[src/rtl/bp_pkg.sv]
package bp_pkg;
  typedef enum logic [1:0] {
    BK_NONE = 2'd0,
    BK_REL  = 2'd1,
    BK_COND = 2'd2,
    BK_REG  = 2'd3
  } br_kind_e;

  localparam int OFF_W = 26;
endpackage

[src/rtl/bp_classify.sv]
module bp_classify
  import bp_pkg::*;
#(
  parameter logic [5:0] OPC_REL  = 6'd18,
  parameter logic [5:0] OPC_COND = 6'd16,
  parameter logic [5:0] OPC_REGX = 6'd19,
  parameter logic [9:0] XO_LINK  = 10'd16,
  parameter logic [9:0] XO_COUNT = 10'd528
) (
  input  logic [31:0]      insn,
  output br_kind_e         kind,
  output logic [OFF_W-1:0] offset,
  output logic             is_abs,
  output logic             static_taken
);
  logic [5:0] opc;
  logic [9:0] xo;

  assign opc = insn[31:26];
  assign xo  = insn[10:1];

  always_comb begin
    kind         = BK_NONE;
    offset       = '0;
    static_taken = 1'b0;
    if (opc == OPC_REL) begin
      kind         = BK_REL;
      offset       = {insn[25:2], 2'b00};
      static_taken = 1'b1;
    end else if (opc == OPC_COND) begin
      kind         = BK_COND;
      offset       = {{(OFF_W-16){insn[15]}}, insn[15:2], 2'b00};
      static_taken = insn[15];
    end else if (opc == OPC_REGX && (xo == XO_LINK || xo == XO_COUNT)) begin
      kind = BK_REG;
    end
  end

  assign is_abs = insn[1];
endmodule

[src/rtl/bp_target.sv]
module bp_target
  import bp_pkg::*;
#(
  parameter int AW = 32
) (
  input  logic [AW-1:0]    pc,
  input  br_kind_e         kind,
  input  logic [OFF_W-1:0] offset,
  input  logic             is_abs,
  output logic [AW-1:0]    target
);
  logic [AW-1:0] off_ext;

  generate
    if (AW > OFF_W) begin : g_wide
      assign off_ext = {{(AW-OFF_W){offset[OFF_W-1]}}, offset};
    end else begin : g_narrow
      assign off_ext = offset[AW-1:0];
    end
  endgenerate

  always_comb begin
    if (kind == BK_REL || kind == BK_COND)
      target = is_abs ? off_ext : pc + off_ext;
    else
      target = '0;
  end
endmodule

[src/rtl/bp_static_decode.sv]
module bp_static_decode
  import bp_pkg::*;
#(
  parameter int AW = 32
) (
  input  logic          clk,
  input  logic          rst_n,
  input  logic          in_valid,
  output logic          in_ready,
  input  logic [31:0]   in_insn,
  input  logic [AW-1:0] in_pc,
  input  logic          in_pred_taken,
  output logic          out_valid,
  input  logic          out_ready,
  output logic [31:0]   out_insn,
  output logic [AW-1:0] out_pc,
  output logic [1:0]    out_kind,
  output logic [AW-1:0] out_target,
  output logic          out_pred_taken,
  input  logic          ex_redir_valid,
  input  logic [AW-1:0] ex_redir_target,
  output logic          redir_valid,
  output logic [AW-1:0] redir_target
);
  br_kind_e         c_kind;
  logic [OFF_W-1:0] c_off;
  logic             c_abs;
  logic             c_taken;
  logic [AW-1:0]    c_target;
  logic             slot_free;
  logic             accept;
  logic             raise;

  bp_classify u_cls (
    .insn         (in_insn),
    .kind         (c_kind),
    .offset       (c_off),
    .is_abs       (c_abs),
    .static_taken (c_taken)
  );

  bp_target #(.AW(AW)) u_tgt (
    .pc     (in_pc),
    .kind   (c_kind),
    .offset (c_off),
    .is_abs (c_abs),
    .target (c_target)
  );

  assign slot_free = out_ready || !out_valid;
  assign in_ready  = slot_free;
  assign accept    = in_valid && slot_free && !redir_valid && !ex_redir_valid;
  assign raise     = accept && c_taken && !in_pred_taken;

  always_ff @(posedge clk) begin
    if (!rst_n) begin
      out_valid      <= 1'b0;
      out_insn       <= '0;
      out_pc         <= '0;
      out_kind       <= '0;
      out_target     <= '0;
      out_pred_taken <= 1'b0;
      redir_valid    <= 1'b0;
      redir_target   <= '0;
    end else if (ex_redir_valid) begin
      out_valid    <= 1'b0;
      redir_valid  <= 1'b1;
      redir_target <= ex_redir_target;
    end else begin
      if (slot_free) begin
        out_valid <= accept;
        if (accept) begin
          out_insn       <= in_insn;
          out_pc         <= in_pc;
          out_kind       <= c_kind;
          out_target     <= c_target;
          out_pred_taken <= in_pred_taken | c_taken;
        end
      end
      redir_valid <= raise;
      if (raise) redir_target <= c_target;
    end
  end

  AST_REDIR_PULSE: assert property (@(posedge clk) disable iff (!rst_n)
    (redir_valid && !ex_redir_valid) |=> !redir_valid);

  AST_STALL_HOLD: assert property (@(posedge clk) disable iff (!rst_n)
    (out_valid && !out_ready && !ex_redir_valid) |=>
      (out_valid && $stable(out_insn) && $stable(out_pc) && $stable(out_target)));

  AST_EX_FLUSH: assert property (@(posedge clk) disable iff (!rst_n)
    ex_redir_valid |=> (redir_valid && !out_valid &&
      redir_target == $past(ex_redir_target)));

  AST_WRONG_PATH_DROP: assert property (@(posedge clk) disable iff (!rst_n)
    (redir_valid && (out_ready || !out_valid)) |=> !out_valid);
endmodule

[config.mk]
export PLATFORM = sky130hd
export DESIGN_NAME = bp_static_decode
export DESIGN_NICKNAME = d
export VERILOG_FILES = /design/src/rtl/bp_pkg.sv /design/src/rtl/bp_classify.sv /design/src/rtl/bp_target.sv /design/src/rtl/bp_static_decode.sv
export SDC_FILE = /design/constraint.sdc
export NUM_CORES = 1
export LEC_CHECK = 0
export BUFFER_PORTS_ARGS = -buffer_cell sky130_fd_sc_hd__clkbuf_2
export CORE_ASPECT_RATIO = 1.5
export CORE_MARGIN = 5
export CORE_UTILIZATION = 45
export DETAILED_ROUTE_END_ITERATION = 6
export MAX_ROUTING_LAYER = met4
export PLACE_DENSITY = 0.75
export SLEW_MARGIN = 10
export SYNTH_ARGS = -nofsm -noshare
export SYNTH_HDL_FRONTEND = slang
export SYNTH_SLANG_ARGS = --single-unit
[constraint.sdc]
create_clock -name clk -period 3.36 [get_ports clk]
set_input_delay 0 -clock clk [delete_from_list [all_inputs] [get_ports clk]]
set_output_delay 0 -clock clk [all_outputs]
set_load 0.01 [all_outputs]
==> out/metrics.csv <==
stage,metric,value,unit
detailed_routing,via_per_inst,5.318,
outcome,status,finished clean,
timing,hold_viol_final,0,
final_layout,fin_nets,1398,
logic_synthesis,synth-simple-area-share,23.15,%
final_layout,final_cell_mix,"nand2_1 (237), clkbuf_2 (234), dfxtp_1 (133), dlygate4sd3_1 (97), a21boi_0 (76)",
logic_synthesis,synth_area_leaders,"dfxtp_1 (37%), nand2_1 (12%), a21boi_0 (7.9%)",
min_path,hold_path_class,primary input to flop,
critical_path,cp_data_arrival_time,3390,ps
critical_path,endpoint_kind,flop,
logic_synthesis,synth_top_family_by_area,compound AO/OA/AOI/OAI gates,
timing,setup_viol,0,
clock_tree,clock_path_buffers,2,
final_layout,drive_gt1_share,25.84,%
logic_synthesis,syn_avg_cell_area,7.781,sq um
critical_path,crit_path_start_kind,primary input,
placement,place_hpwl,18200,um
final_layout,antenna_cells,0,
global_route,grt-ovfl-total,0,
clock_tree,tritoncts,built,
clock_tree,root_buffer,clkbuf_16,
final_layout,final_common_cell,nand2_1,
pwr,power.density,414.5,nW/um^2
logic_synthesis,synth_flop_cell,dfxtp_1,
logic_synthesis,yosysTopAreaCellShare,36.95,%
logic_synthesis,synthArstFlopShare,0,%
clock_tree,clock_sinks,133,
timing,post-route-min-period,3105,ps
clock_tree,cts_buffers,17,
clock_tree,h-tree-depth,4,
detailed_routing,drt-pass1-iter-count,5,
clock_tree,clock_latency,410,ps
min_path,hold_path_startpoint,in_insn[27],
detailed_routing,wl_per_cell,17.14,um
die,die_area,18700,sq um
clock_tree,clkTransAtPathRegs,60,ps
detailed_routing,vias,7850,
pwr,p_total,4272,uW
global_route,grt_usage,27.57,%
timing,finalMaxSlewViolations,0,
logic_synthesis,synth.area.mux_share,1.337,%
timing,min_period_over_period,92.41,%
timing,max_slew.worst_pin.slew,837.0,ps
die,rows,56,
detailed_routing,antenna_left,0,
detailed_routing,drt_wl_total,25290,um
clock_tree,post-cts-setup-buffers,0,
logic_synthesis,syn_nets,1064,
logic_synthesis,synth_edf_count,0,
global_route,grt_pass1_wl,40060,um
logic_synthesis,synth.lib_cells_used.distinct,66,
die,die_width,113.3,um
timing,fmax,0.3221,GHz
critical_path,crit_fanout,11,
timing,rsz0062_at_grt,no,
die,start_util,45.91,%
logic_synthesis,syn_area,7206,sq um
min_path,whs_endpoint,out_insn[27],
global_route,grt_max_degree,79,
critical_path,reg2regPathDepth,9,
die,core_area,15700,sq um
die,fp.dieH,165.0,um
timing,hold_ws,53.22,ps
logic_synthesis,synth_compound_area_share,25.09,%
placement,portBuffers,235,
pwr,leakagePower,0.004671,uW
critical_path,regToRegSetupSlack,940,ps
final_layout,area_delta_synth_final,43.03,%
detailed_routing,drt_iter0_markers,501,
critical_path,criticalPathCategory,primary input to flop,
timing,max-slew-margin-rel,43.90,%
logic_synthesis,synth_top_cell_by_area,dfxtp_1,
global_route,grt_pass1_vias,8013,
critical_path,r2r_start,redir_valid,
die,io_pins,236,
critical_path,r2r_end,redir_target[14],
logic_synthesis,syn_inst,926,
detailed_routing,drc,0,
min_path,holdPathStages,4,
logic_synthesis,synth-seq-cells,133,
placement,place_congestion,0.9715,
pwr,peakVddDrop,315.3,uV
logic_synthesis,synth_xor_xnor_area_share,3.039,%
global_route,antenna_found_initial,0,
final_layout,nFillCells,1335,
logic_synthesis,synth_fa_ha_area_share,6.355,%
timing,clock_skew,6.734,ps
logic_synthesis,synth-seq-area-share,36.95,%
run,maxCapViolations,0,
critical_path,worstPathRequired,3650,ps
logic_synthesis,ys.warnings.count,0,
==> kinds of logic (layout without fill, tap and decap cells) <==
logic type | count (synthesis) | count (layout)
simple gates | 376 | 376
compound gates | 281 | 281
flops | 133 | 133
buf+inv | 66 | 413
fa+ha+maj | 36 | 36
xor+xnor | 25 | 25
mux | 9 | 9
==> registers in the layout (all words and copies together) (netlist names) <==
signal / count
out_valid: 1
out_insn: 32
redir_valid: 1
out_pred_taken: 1
out_kind: 2
redir_target: 32
out_pc: 32
out_target: 32
==> stage by stage <==
step	instance area, sq um	setup TNS (ps)	instances	setup WS [ps]	util (%)
6_report	10310	0	1476	255.2	65.66
5_1_grt	10310	0	1476	14.20	65.66
4_1_cts	10300	0	1476	129.5	65.65
3_5_place_dp	8716	-262.8	1347	-93.40	55.53
3_3_place_gp	8716	0	1347	7.248	55.53
2_1_floorplan	7206	0	926	168.1	-
==> cells in the mapped netlist (13+ instances only) <==
cell type / number
a21oi_1: 55
nand2_1: 237
nor2_1: 35
clkbuf_1: 45
nand3_1: 19
a21o_1: 15
a21boi_0: 76
dfxtp_1: 133
o21ai_0: 73
and2_1: 31
ha_1: 35
xor2_1: 13
==> final cells by class <==
| class | count | area (sq um) | share of cell area (%) |
|---|---|---|---|
| clock buffers | 22 | 474.2 | 4.601 |
| flip-flops and latches | 133 | 2663 | 25.83 |
| well taps | 203 | 254.0 | 2.465 |
| inverters | 5 | 18.77 | 0.1821 |
| repair buffers | 376 | 2492 | 24.18 |
| multi-input cells | 727 | 4262 | 41.35 |
| clock inverters | 10 | 142.6 | 1.384 |
==> worst max-delay path by stage <==
| stage | cells past startpoint | slack (ps) | end | startpoint |
|---|---|---|---|---|
| 5_1_grt | 15 | 10 | out_target[28] | in_insn[15] |
| 2_1_floorplan | 15 | 170 | out_target[28] | in_insn[31] |
| 3_5_place_dp | 15 | -90 | out_target[30] | in_insn[31] |
| 6_report | 15 | 260 | out_target[30] | in_insn[26] |
| 4_1_cts | 15 | 130 | out_target[28] | in_insn[15] |
| 3_3_place_gp | 15 | 7 | out_target[30] | in_insn[31] |
==> where the power goes <==
group	internal, uW	switching, uW
combinational	298	348
clock	1230	726
sequential	1630	31.0
==> per-layer routing <==
| metal | part of all wire, % | GRT usage [%] | up-vias | wire length, um |
|---|---|---|---|---|
| met5 | 0 | - | - | 0 |
| met4 | 3.7 | 11.59 | 0 | 944 |
| met3 | 4.5 | 3.739 | 58 | 1131 |
| met2 | 52 | 49.35 | 289 | 13040 |
| met1 | 40 | 30.63 | 3641 | 10170 |
| li1 | - | - | 3862 | - |
==> timing repair <==
item / 4_1_cts / 5_1_grt
hold buffers: 97 / 0
resized for setup: 0 / 2
endpoints found under the hold margin: 98 / 0
endpoints found under the setup margin: 0 / 11
==> worst max-delay path: stages <==
cell and delay [ps]:
dlygate4sd3_1 550, clkbuf_2 160, nor2_4 250, buf_4 190, and2_1 150, ha_1 280, nand4_1 160, nor2b_1 80
o311ai_0 510, o211ai_1 220, a31oi_1 330, o21ai_1 120, xnor2_1 130, nor2_1 140, o21ai_0 110
No activity file was read; power rests on OpenSTA's default activity.
